`config.mk`:
```
export PLATFORM = sky130hd
export DESIGN_NAME = pscm_modulator
export DESIGN_NICKNAME = d
export VERILOG_FILES = /design/src/rtl/pscm_pkg.sv /design/src/rtl/pscm_seq.sv /design/src/rtl/pscm_cell.sv /design/src/rtl/pscm_level_sum.sv /design/src/rtl/pscm_modulator.sv
export SDC_FILE = /design/constraint.sdc
export NUM_CORES = 1
export LEC_CHECK = 0
export BUFFER_PORTS_ARGS = -buffer_cell sky130_fd_sc_hd__buf_2
export CAP_MARGIN = 5
export CELL_PAD_IN_SITES_DETAIL_PLACEMENT = 0
export CELL_PAD_IN_SITES_GLOBAL_PLACEMENT = 1
export CORE_MARGIN = 2
export CORE_UTILIZATION = 40
export CTS_CLUSTER_DIAMETER = 100
export DETAILED_ROUTE_END_ITERATION = 8
export PLACE_DENSITY = 0.79
export SYNTH_ARGS = -nofsm -noshare
export SYNTH_HDL_FRONTEND = slang
export SYNTH_HIERARCHICAL = 1
export SYNTH_SLANG_ARGS = --single-unit
```
`constraint.sdc`:
```
create_clock -name clk -period 16.3 [get_ports clk]
set_input_delay 0.815 -clock clk [delete_from_list [all_inputs] [get_ports clk]]
set_output_delay 0.815 -clock clk [all_outputs]
set_load 0.02 [all_outputs]
```
`src/rtl/pscm_pkg.sv`:
```
package pscm_pkg;

    // Sequencer states for the shared carrier time base
    typedef enum logic [0:0] {
        SEQ_HOLD = 1'b0,
        SEQ_RUN  = 1'b1
    } seq_state_e;

    // Per-cell bridge code
    typedef enum logic [1:0] {
        CODE_ZERO = 2'b00,
        CODE_POS  = 2'b01,
        CODE_NEG  = 2'b11
    } cell_code_e;

    // Gate words: bit0 left upper, bit1 left lower, bit2 right upper, bit3 right lower
    localparam logic [3:0] GATE_ZERO = 4'b1010;
    localparam logic [3:0] GATE_POS  = 4'b1001;
    localparam logic [3:0] GATE_NEG  = 4'b0110;

endpackage

```
`src/rtl/pscm_seq.sv`:
```
module pscm_seq
    import pscm_pkg::*;
#(
    parameter int PW = 8,
    localparam int CW = PW + 1
) (
    input  logic          clk,
    input  logic          rst_n,
    input  logic [PW-1:0] period_in,
    output seq_state_e    st_q,
    output logic [CW-1:0] cnt_q,
    output logic [PW-1:0] hlat_q,
    output logic          run
);

    seq_state_e    st_d;
    logic [CW-1:0] cnt_d;
    logic [PW-1:0] hlat_d;
    logic [CW-1:0] last_cnt;
    logic          at_wrap;

    // Final count of the current period: 2H-1
    assign last_cnt = {hlat_q, 1'b0} - CW'(1);
    assign at_wrap  = (cnt_q == last_cnt);

    // State register process
    always_ff @(posedge clk or negedge rst_n) begin
        if (!rst_n) begin
            st_q   <= SEQ_HOLD;
            cnt_q  <= '0;
            hlat_q <= '0;
        end else begin
            st_q   <= st_d;
            cnt_q  <= cnt_d;
            hlat_q <= hlat_d;
        end
    end

    // Next-state process
    always_comb begin
        st_d   = st_q;
        cnt_d  = cnt_q;
        hlat_d = hlat_q;
        unique case (st_q)
            SEQ_HOLD: begin
                // start: any non-zero half-period launches a fresh carrier
                if (period_in != '0) begin
                    st_d   = SEQ_RUN;
                    cnt_d  = '0;
                    hlat_d = period_in;
                end
            end
            SEQ_RUN: begin
                if (at_wrap) begin
                    // wrap: reload; stop when the new half-period is zero
                    cnt_d  = '0;
                    hlat_d = period_in;
                    if (period_in == '0) begin
                        st_d = SEQ_HOLD;
                    end
                end else begin
                    cnt_d = cnt_q + CW'(1);
                end
            end
            default: begin
                st_d = SEQ_HOLD;
            end
        endcase
    end

    // Output process
    always_comb begin
        run = (st_q == SEQ_RUN);
    end

endmodule

```
`src/rtl/pscm_cell.sv`:
```
module pscm_cell
    import pscm_pkg::*;
#(
    parameter int PW    = 8,
    parameter int NCELL = 4,
    parameter int IDX   = 0,
    localparam int CW   = PW + 1,
    localparam int XW   = PW + 2
) (
    input  logic                 clk,
    input  logic                 rst_n,
    input  logic                 run,
    input  logic [CW-1:0]        cnt,
    input  logic [PW-1:0]        hlat,
    input  logic signed [PW:0]   ref_in,
    output cell_code_e           code_d,
    output logic [3:0]           gates
);

    logic [CW-1:0]        span;
    logic [CW-1:0]        offset;
    logic [CW:0]          ph_sum;
    logic [CW-1:0]        phase;
    logic [CW-1:0]        carrier;
    logic signed [XW-1:0] ref_x;
    logic signed [XW-1:0] neg_x;
    logic signed [XW-1:0] carr_x;
    logic                 left_on;
    logic                 right_on;

    assign span = {hlat, 1'b0};

    // Phase-shifted triangular carrier derived from the shared count
    always_comb begin
        offset = CW'((32'(span) * 32'(IDX)) / 32'(NCELL));
        ph_sum = {1'b0, cnt} + {1'b0, offset};
        if (ph_sum >= {1'b0, span}) begin
            phase = CW'(ph_sum - {1'b0, span});
        end else begin
            phase = CW'(ph_sum);
        end
        if (phase < {1'b0, hlat}) begin
            carrier = phase;
        end else begin
            carrier = span - phase - CW'(1);
        end
    end

    // Unipolar comparison, widened so that negation cannot overflow
    always_comb begin
        ref_x    = {ref_in[PW], ref_in};
        neg_x    = -ref_x;
        carr_x   = {1'b0, carrier};
        left_on  = (ref_x > carr_x);
        right_on = (neg_x > carr_x);
        case ({left_on, right_on})
            2'b10:   code_d = CODE_POS;
            2'b01:   code_d = CODE_NEG;
            default: code_d = CODE_ZERO;
        endcase
    end

    // Registered gate word
    always_ff @(posedge clk or negedge rst_n) begin
        if (!rst_n) begin
            gates <= GATE_ZERO;
        end else if (!run) begin
            gates <= GATE_ZERO;
        end else begin
            case (code_d)
                CODE_POS: gates <= GATE_POS;
                CODE_NEG: gates <= GATE_NEG;
                default:  gates <= GATE_ZERO;
            endcase
        end
    end

endmodule

```
`src/rtl/pscm_level_sum.sv`:
```
module pscm_level_sum
    import pscm_pkg::*;
#(
    parameter int NCELL = 4,
    parameter int LW    = 4
) (
    input  logic                  clk,
    input  logic                  rst_n,
    input  logic                  run,
    input  logic [2*NCELL-1:0]    codes,
    output logic signed [LW-1:0]  level
);

    logic signed [LW-1:0] acc;

    always_comb begin
        acc = '0;
        for (int k = 0; k < NCELL; k++) begin
            case (cell_code_e'(codes[2*k +: 2]))
                CODE_POS: acc = acc + LW'(1);
                CODE_NEG: acc = acc - LW'(1);
                default:  acc = acc;
            endcase
        end
    end

    always_ff @(posedge clk or negedge rst_n) begin
        if (!rst_n) begin
            level <= '0;
        end else if (!run) begin
            level <= '0;
        end else begin
            level <= acc;
        end
    end

endmodule

```
`src/rtl/pscm_modulator.sv`:
```
module pscm_modulator
    import pscm_pkg::*;
#(
    parameter int NCELL = 4,
    parameter int PW    = 8,
    localparam int CW   = PW + 1,
    localparam int LW   = $clog2(NCELL + 1) + 1
) (
    input  logic                  clk,
    input  logic                  rst_n,
    input  logic signed [PW:0]    ref_in,
    input  logic [PW-1:0]         period_in,
    output logic [4*NCELL-1:0]    gates,
    output logic signed [LW-1:0]  level
);

    seq_state_e         seq_st;
    logic [CW-1:0]      seq_cnt;
    logic [PW-1:0]      seq_hlat;
    logic               seq_run;
    cell_code_e         cell_code [NCELL];
    logic [2*NCELL-1:0] code_bus;

    pscm_seq #(.PW(PW)) u_seq (
        .clk       (clk),
        .rst_n     (rst_n),
        .period_in (period_in),
        .st_q      (seq_st),
        .cnt_q     (seq_cnt),
        .hlat_q    (seq_hlat),
        .run       (seq_run)
    );

    for (genvar g = 0; g < NCELL; g++) begin : g_cell
        pscm_cell #(.PW(PW), .NCELL(NCELL), .IDX(g)) u_cell (
            .clk    (clk),
            .rst_n  (rst_n),
            .run    (seq_run),
            .cnt    (seq_cnt),
            .hlat   (seq_hlat),
            .ref_in (ref_in),
            .code_d (cell_code[g]),
            .gates  (gates[4*g +: 4])
        );
        assign code_bus[2*g +: 2] = cell_code[g];
    end

    pscm_level_sum #(.NCELL(NCELL), .LW(LW)) u_sum (
        .clk   (clk),
        .rst_n (rst_n),
        .run   (seq_run),
        .codes (code_bus),
        .level (level)
    );

endmodule

```
==> impl_metrics.ini, run 1 <==
[outcome]
status = completed

[sta]
maxSlewHeadroom_pct = 28.7
finClkSkew_ns = 0.00825
drv_slew = 0
period_share_pct = 66.8
fmax_ghz = 0.0919
tightest_slew_ns = 1.06
finalSetupViolCount = 0
hold_viol_final = 0
rsz0062_at_grt = no
setup_tns_ns = 0
fin_crit_ns = 10.88

[grt]
grt_use_total_pct = 21.0
grt_first_pass_wirelength_um = 45900
grt_pass1_vias = 9118
grt_remaining_overflow = 0
grt_antenna_before_repair = 0
grt_max_degree = 39

[critical_path]
cp-endpoint = u_sum/level[3]
start_kind = flop
worstSetupPathType = reg2reg
crit_slowest_cell = dfrtp_1
end_kind = flop
r2r_end = u_sum/level[3]
reg2regPathDepth = 45
crit_start = u_seq/cnt_q[0]
cp_data_required_time_ns = 16.51
ff2ff_setup_slack_ns = 5.42
slowest_delay_ns = 0.62
critPathMostFrequentCell = ha_1
cp_max_fo = 11
crit_arrival_ns = 11.10
reg2reg_from = u_seq/cnt_q[0]

[clock_tree]
clkTransAtPathRegs_ns = 0.06
cts.sinks = 38
post_cts_buffers = 0
cts_resized = 0
htreeDepth = 2
insertion_delay_ns = 0.29
cts_hold_buf = 0
root_buffer = clkbuf_16
clockBufferDepth = 2
tritoncts = done
cts_buffers = 5

[placed_design]
port-buffer-count = 38
gp_congestion = 0.974
dp_hpwl_um = 22500

[logic_synthesis]
syn_inst = 1279
syn_nets = 1495
yosysWarningCount = 6
syn_area_sq_mm = 0.0104
syn-mean-instance-area_sq_um = 8.12

[layout]
mostFrequentLayoutCell = ha_1
antenna_cells = 0
drive_gt1_share_pct = 10.9
nets = 1532
area_growth_pct = 7.25
mostFrequentLayoutCells = ha_1 (183), inv_1 (133), a21oi_1 (93)
fillCellCount = 2512

[flow_run]
max_cap_viol_count = 0

[routing]
route.detailed.drc = 0
vias = 9463
drtAntennaViolNets = 0
drt_iter0_drc = 588
vias_per_cell = 5.75
wl_per_cell_um = 17.0
routed_wl_um = 28000
drtPass1Iterations = 5

[floorplanning]
start_util_pct = 41.0
core_sq_mm = 0.0253
io_pins = 39
die_x_um = 165
num_rows = 58
die_area_sq_mm = 0.0273
die_y_um = 165

[worst_hold_path]
min_path_type = in2async
==> flip-flops by register name, summed over array words and instances (netlist names) <==
register	flops
g_cell.u_cell/gates	16
u_seq/cnt_q	9
u_seq/hlat_q	8
u_seq/run	1
u_sum/level	4
==> worst min path at each step <==
stage | startpoint | end | cells after the start
2_1_floorplan | rst_n | g_cell[0].u_cell/gates[0] | 0
5_1_grt | rst_n | g_cell[0].u_cell/gates[2] | 1
3_3_place_gp | u_seq/hlat_q[6] | u_seq/hlat_q[6] | 2
6_report | rst_n | g_cell[3].u_cell/gates[0] | 1
4_1_cts | rst_n | g_cell[3].u_cell/gates[0] | 1
3_5_place_dp | u_seq/hlat_q[6] | u_seq/hlat_q[6] | 2
==> critical path: cells and delay by family, from the launching register on <==
kind / cells / cell delay [ns]
AO/OA/AOI/OAI: 18 / 4.26
XOR/XNOR: 3 / 0.39
adder cells (fa/ha/maj): 9 / 2.94
buffers and inverters: 2 / 0.26
flip-flops: 1 / 0.62
multiplexers: 3 / 0.75
AND/OR/NAND/NOR: 10 / 1.56
==> cell type report <==
class                   count  area (sq um)  area share [%]
repair buffers             47           258            2.31
clock buffers               6           139            1.25
inverters                 134           503            4.52
clock inverters             2          60.1           0.539
well taps                 330           413            3.71
flip-flops and latches     38           961            8.63
multi-input cells        1090          8800            79.0
==> metrics by stage <==
stage | hold WS (ns) | util, % | std cells | setup slack [ns] | area, sq um
after floorplan | 0.519 | - | 1279 | 6.50 | 10400
after CTS | 0.681 | 44.0 | 1647 | 5.43 | 11100
final | 0.650 | 44.0 | 1647 | 5.42 | 11100
after detailed placement | 0.753 | 43.2 | 1639 | 5.47 | 10900
after global routing | 0.716 | 44.0 | 1647 | 4.56 | 11100
after global placement | 0.748 | 43.2 | 1639 | 5.63 | 10900
==> per-layer routing <==
| metal | vias to the layer above | wire length [um] | track usage (%) | share of wire (%) |
|---|---|---|---|---|
| met5 | - | 0 | 0 | 0 |
| met1 | 4442 | 13600 | 28.5 | 49 |
| met2 | 208 | 12500 | 34.9 | 45 |
| met4 | 0 | 760 | 5.97 | 2.7 |
| met3 | 51 | 1080 | 2.62 | 3.8 |
| li1 | 4762 | - | - | - |
Power of run 1 is left out: the tool's default activity adds up to more than one toggle a clock period on the data nets, which glitch-free logic cannot reach.
==> inputs of run 2 (changes only) <==
- PLACE_DENSITY: 0.79 -> 0.81
- clock period: 16.3 -> 9.2 ns (I/O delays scaled with it)
==> impl_metrics.ini, run 2 (synthesized netlist as in run 1, its figures left out) <==
[layout]
nets = 1639
drive_gt1_share_pct = 25.6
area_growth_pct = 22.5
top_regs = g_cell.u_cell/gates (16), u_seq/cnt_q (9), u_seq/hlat_q (8)
fillCellCount = 2389
mostFrequentLayoutCell = ha_1
largest_reg_flops = 16
antenna_cells = 0
final_cells = 1754
mostFrequentLayoutCells = ha_1 (164), inv_1 (130), buf_4 (108)
finish.utilization_pct = 50.2
largest-register = g_cell.u_cell/gates

[worst_hold_path]
min_path_type = in2async

[critical_path]
reg2reg_from = u_seq/hlat_q[1]
end_kind = flop
cp_max_fo = 6
crit_slowest_cell = dfrtp_4
critical-path-top-delay-family = compound AO/OA/AOI/OAI gates
slowest_delay_ns = 0.55
crit_start = u_seq/hlat_q[1]
critPathMostFrequentCell = a21o_1
crit_arrival_ns = 9.29
start_kind = flop
cp_num_buf_inv = 8
cp_data_required_time_ns = 9.41
worstSetupPathType = reg2reg

[floorplanning]
die_x_um = 165
num_rows = 58
die_area_sq_mm = 0.0273
start_util_pct = 41.0
io_pins = 39
die_y_um = 165
core_sq_mm = 0.0253

[outcome]
status = completed

[placed_design]
port-buffer-count = 38
placedCellCount = 1705
gp_congestion = 0.973
post-place-ws_ns = -0.251
dp_hpwl_um = 23700

[sta]
maxSlewHeadroom_pct = 18.7
fin_crit_ns = 9.08
finalSetupViolCount = 0
worst_slack_ns = 0.118
rsz0062_at_grt = yes
finClkSkew_ns = 0.00237
fmax_ghz = 0.110
drv_slew = 0
tightest_slew_ns = 1.21
hold_viol_final = 0
period_share_pct = 98.7

[grt]
grt_antenna_before_repair = 0
grt_pass1_vias = 9687
grt_use_total_pct = 21.8
grt_first_pass_wirelength_um = 48100
grt_remaining_overflow = 0
grt_max_degree = 39

[flow_run]
max_cap_viol_count = 0

[clock_tree]
htreeDepth = 2
cts_hold_buf = 0
clockBufferDepth = 2
insertion_delay_ns = 0.28
clkTransAtPathRegs_ns = 0.06
cts.sinks = 38
tritoncts = done
root_buffer = clkbuf_16
cts_buffers = 5

[routing]
vias_per_cell = 5.72
route.detailed.drc = 0
drtAntennaViolNets = 0
drt_iter0_drc = 623
wl_per_cell_um = 17.4
vias = 10039
drtPass1Iterations = 5
routed_wl_um = 30600
-- run 2: through the flow --
step	cell area, sq um	TNS (ns)	hold slack, ns
2_1_floorplan	10400	0	0.164
3_3_place_gp	11500	-0.118	0.603
3_5_place_dp	11500	-0.380	0.616
4_1_cts	11800	0	0.313
5_1_grt	12700	-0.500	0.355
6_report	12700	0	0.287
-- run 2: area by class of cell --
class	count	area, sq um	area share (%)
multi-input cells	1091	9540	75.0
well taps	330	413	3.25
repair buffers	153	1090	8.59
flip-flops and latches	38	968	7.61
clock buffers	6	139	1.09
clock inverters	2	60.1	0.472
inverters	134	503	3.95
-- run 2: per-layer routing --
| layer | GRT usage, % | up-vias | share of wire, % |
|---|---|---|---|
| met5 | 0 | - | 0 |
| met4 | 4.27 | 0 | 1.9 |
| met3 | 2.30 | 46 | 4.7 |
| met2 | 37.9 | 233 | 48 |
| met1 | 29.3 | 4774 | 46 |
| li1 | - | 4986 | - |
-- run 2: final timing paths --
path	slack, ns	cells after the start	end
worst max-delay path	0.12	47	u_sum/level[3]
worst min-delay path	0.29	1	g_cell[3].u_cell/gates[2]
worst max register to register	0.12	47	u_sum/level[3]
worst min register to register	0.75	1	g_cell[1].u_cell/gates[3]
max in group asynchronous	8.28	1	u_seq/hlat_q[1]
min in group clk	0.52	3	u_seq/hlat_q[7]
-- run 2: what timing repair did --
item                                    4_1_cts  5_1_grt
gates cloned                                  0        1
resized for setup                            22      127
endpoints found under the setup margin        3        4
pin swaps                                     3       88
setup buffers                                 2       39
hold endpoints to repair                      0        0
Power of run 2 is left out for the same reason.
==> inputs of run 3 (changes only) <==
- CAP_MARGIN: 5 -> 25
- SETUP_SLACK_MARGIN: not set -> 0.5
==> impl_metrics.ini, run 3 (synthesized netlist as in run 1, its figures left out) <==
[outcome]
status = completed

[critical_path]
slowest_delay_ns = 0.58
cp_data_required_time_ns = 9.43
worstSetupPathType = reg2reg
end_kind = flop
cp_max_fo = 18
crit_slowest_cell = fa_1
crit_arrival_ns = 9.25
cp_num_buf_inv = 7
ff2ff_setup_slack_ns = 0.18
critPathMostFrequentCell = ha_1
start_kind = flop
critical-path-top-delay-family = compound AO/OA/AOI/OAI gates

[layout]
largest_reg_flops = 16
fillCellCount = 2398
top_regs = g_cell.u_cell/gates (16), u_seq/cnt_q (9), u_seq/hlat_q (8)
area_growth_pct = 24.5
final_cells = 1772
nets = 1657
mostFrequentLayoutCell = ha_1
antenna_cells = 0
mostFrequentLayoutCells = ha_1 (166), inv_1 (125), buf_4 (124)
largest-register = g_cell.u_cell/gates
drive_gt1_share_pct = 27.3

[clock_tree]
tritoncts = done
htreeDepth = 2
root_buffer = clkbuf_16
clockBufferDepth = 2
cts.sinks = 38
clkTransAtPathRegs_ns = 0.06
insertion_delay_ns = 0.30
cts_buffers = 5

[sta]
fin_crit_ns = 9.02
worst_slack_ns = 0.183
finalSetupViolCount = 0
tightest_slew_ns = 1.03
fmax_ghz = 0.111
maxSlewHeadroom_pct = 31.3
hold_viol_final = 0
rsz0062_at_grt = yes
period_share_pct = 98.0
whs_ns = 0.291
drv_slew = 0
finClkSkew_ns = 0.00801

[floorplanning]
die_x_um = 165
start_util_pct = 41.0
die_y_um = 165
io_pins = 39
die_area_sq_mm = 0.0273
num_rows = 58
core_sq_mm = 0.0253

[grt]
grt_max_degree = 39
grt_remaining_overflow = 0
grt_first_pass_wirelength_um = 48700
grt_pass1_vias = 9689
grt_use_total_pct = 22.2
grt_antenna_before_repair = 0

[routing]
vias = 10129
drtAntennaViolNets = 0
routed_wl_um = 30800
route.detailed.drc = 0
wl_per_cell_um = 17.4
drt_iter0_drc = 590
drtPass1Iterations = 5
vias_per_cell = 5.72

[placed_design]
post-place-ws_ns = -0.398
placedCellCount = 1691
dp_hpwl_um = 23700
port-buffer-count = 38
gp_congestion = 0.918

[flow_run]
max_cap_viol_count = 0

[worst_hold_path]
min_path_type = in2async
## run 3: cell types whose count changed in the layout (fill, tap and decap cells not counted), sizes merged
| cell | change |
|---|---|
| inv | -1 |
| buf | +19 |
| nand2 | -1 |
| clkinvlp | +1 |
## run 3: stage by stage
| step | setup TNS [ns] | util, % | area, sq um |
|---|---|---|---|
| 3_5_place_dp | -0.602 | 45.5 | 11500 |
| 4_1_cts | 0 | 48.5 | 12300 |
| 2_1_floorplan | 0 | - | 10600 |
| 6_report | 0 | 51.0 | 12900 |
| 5_1_grt | -0.423 | 51.0 | 12900 |
| 3_3_place_gp | -0.166 | 45.5 | 11500 |
## run 3: final timing paths
kind	from	end	depth (start not counted)
min in group clk	period_in[7]	u_seq/hlat_q[7]	3
max reg2reg	u_seq/hlat_q[2]	u_sum/level[2]	43
max in group asynchronous	rst_n	u_seq/hlat_q[1]	1
max	u_seq/hlat_q[2]	u_sum/level[2]	43
min	rst_n	g_cell[3].u_cell/gates[2]	1
min reg2reg	u_seq/cnt_q[0]	u_seq/cnt_q[0]	2
## run 3: area by class of cell
cell class / instances / area (sq um) / area share (%)
repair buffers: 172 / 1260 / 9.75
well taps: 330 / 413 / 3.19
multi-input cells: 1090 / 9580 / 74.1
clock buffers: 6 / 139 / 1.07
inverters: 134 / 507 / 3.92
flip-flops and latches: 38 / 967 / 7.48
clock inverters: 2 / 60.1 / 0.465
## run 3: what timing repair did
item	CTS	global route
setup buffers	38	35
resized for setup	59	78
hold endpoints to repair	0	0
endpoints found under the setup margin	3	4
pin swaps	44	70
hold buffers	0	0
## run 3: per-layer routing
layer / part of all wire [%] / routed length (um) / track usage, % / vias to the layer above
met1: 46 / 14200 / 29.9 / 4829
li1: - / - / - / 5008
met2: 48 / 14900 / 38.4 / 247
met5: 0 / 0 / 0 / -
met4: 1.9 / 592 / 5.14 / 0
met3: 3.6 / 1120 / 2.22 / 45
Power of run 3 is left out for the same reason.
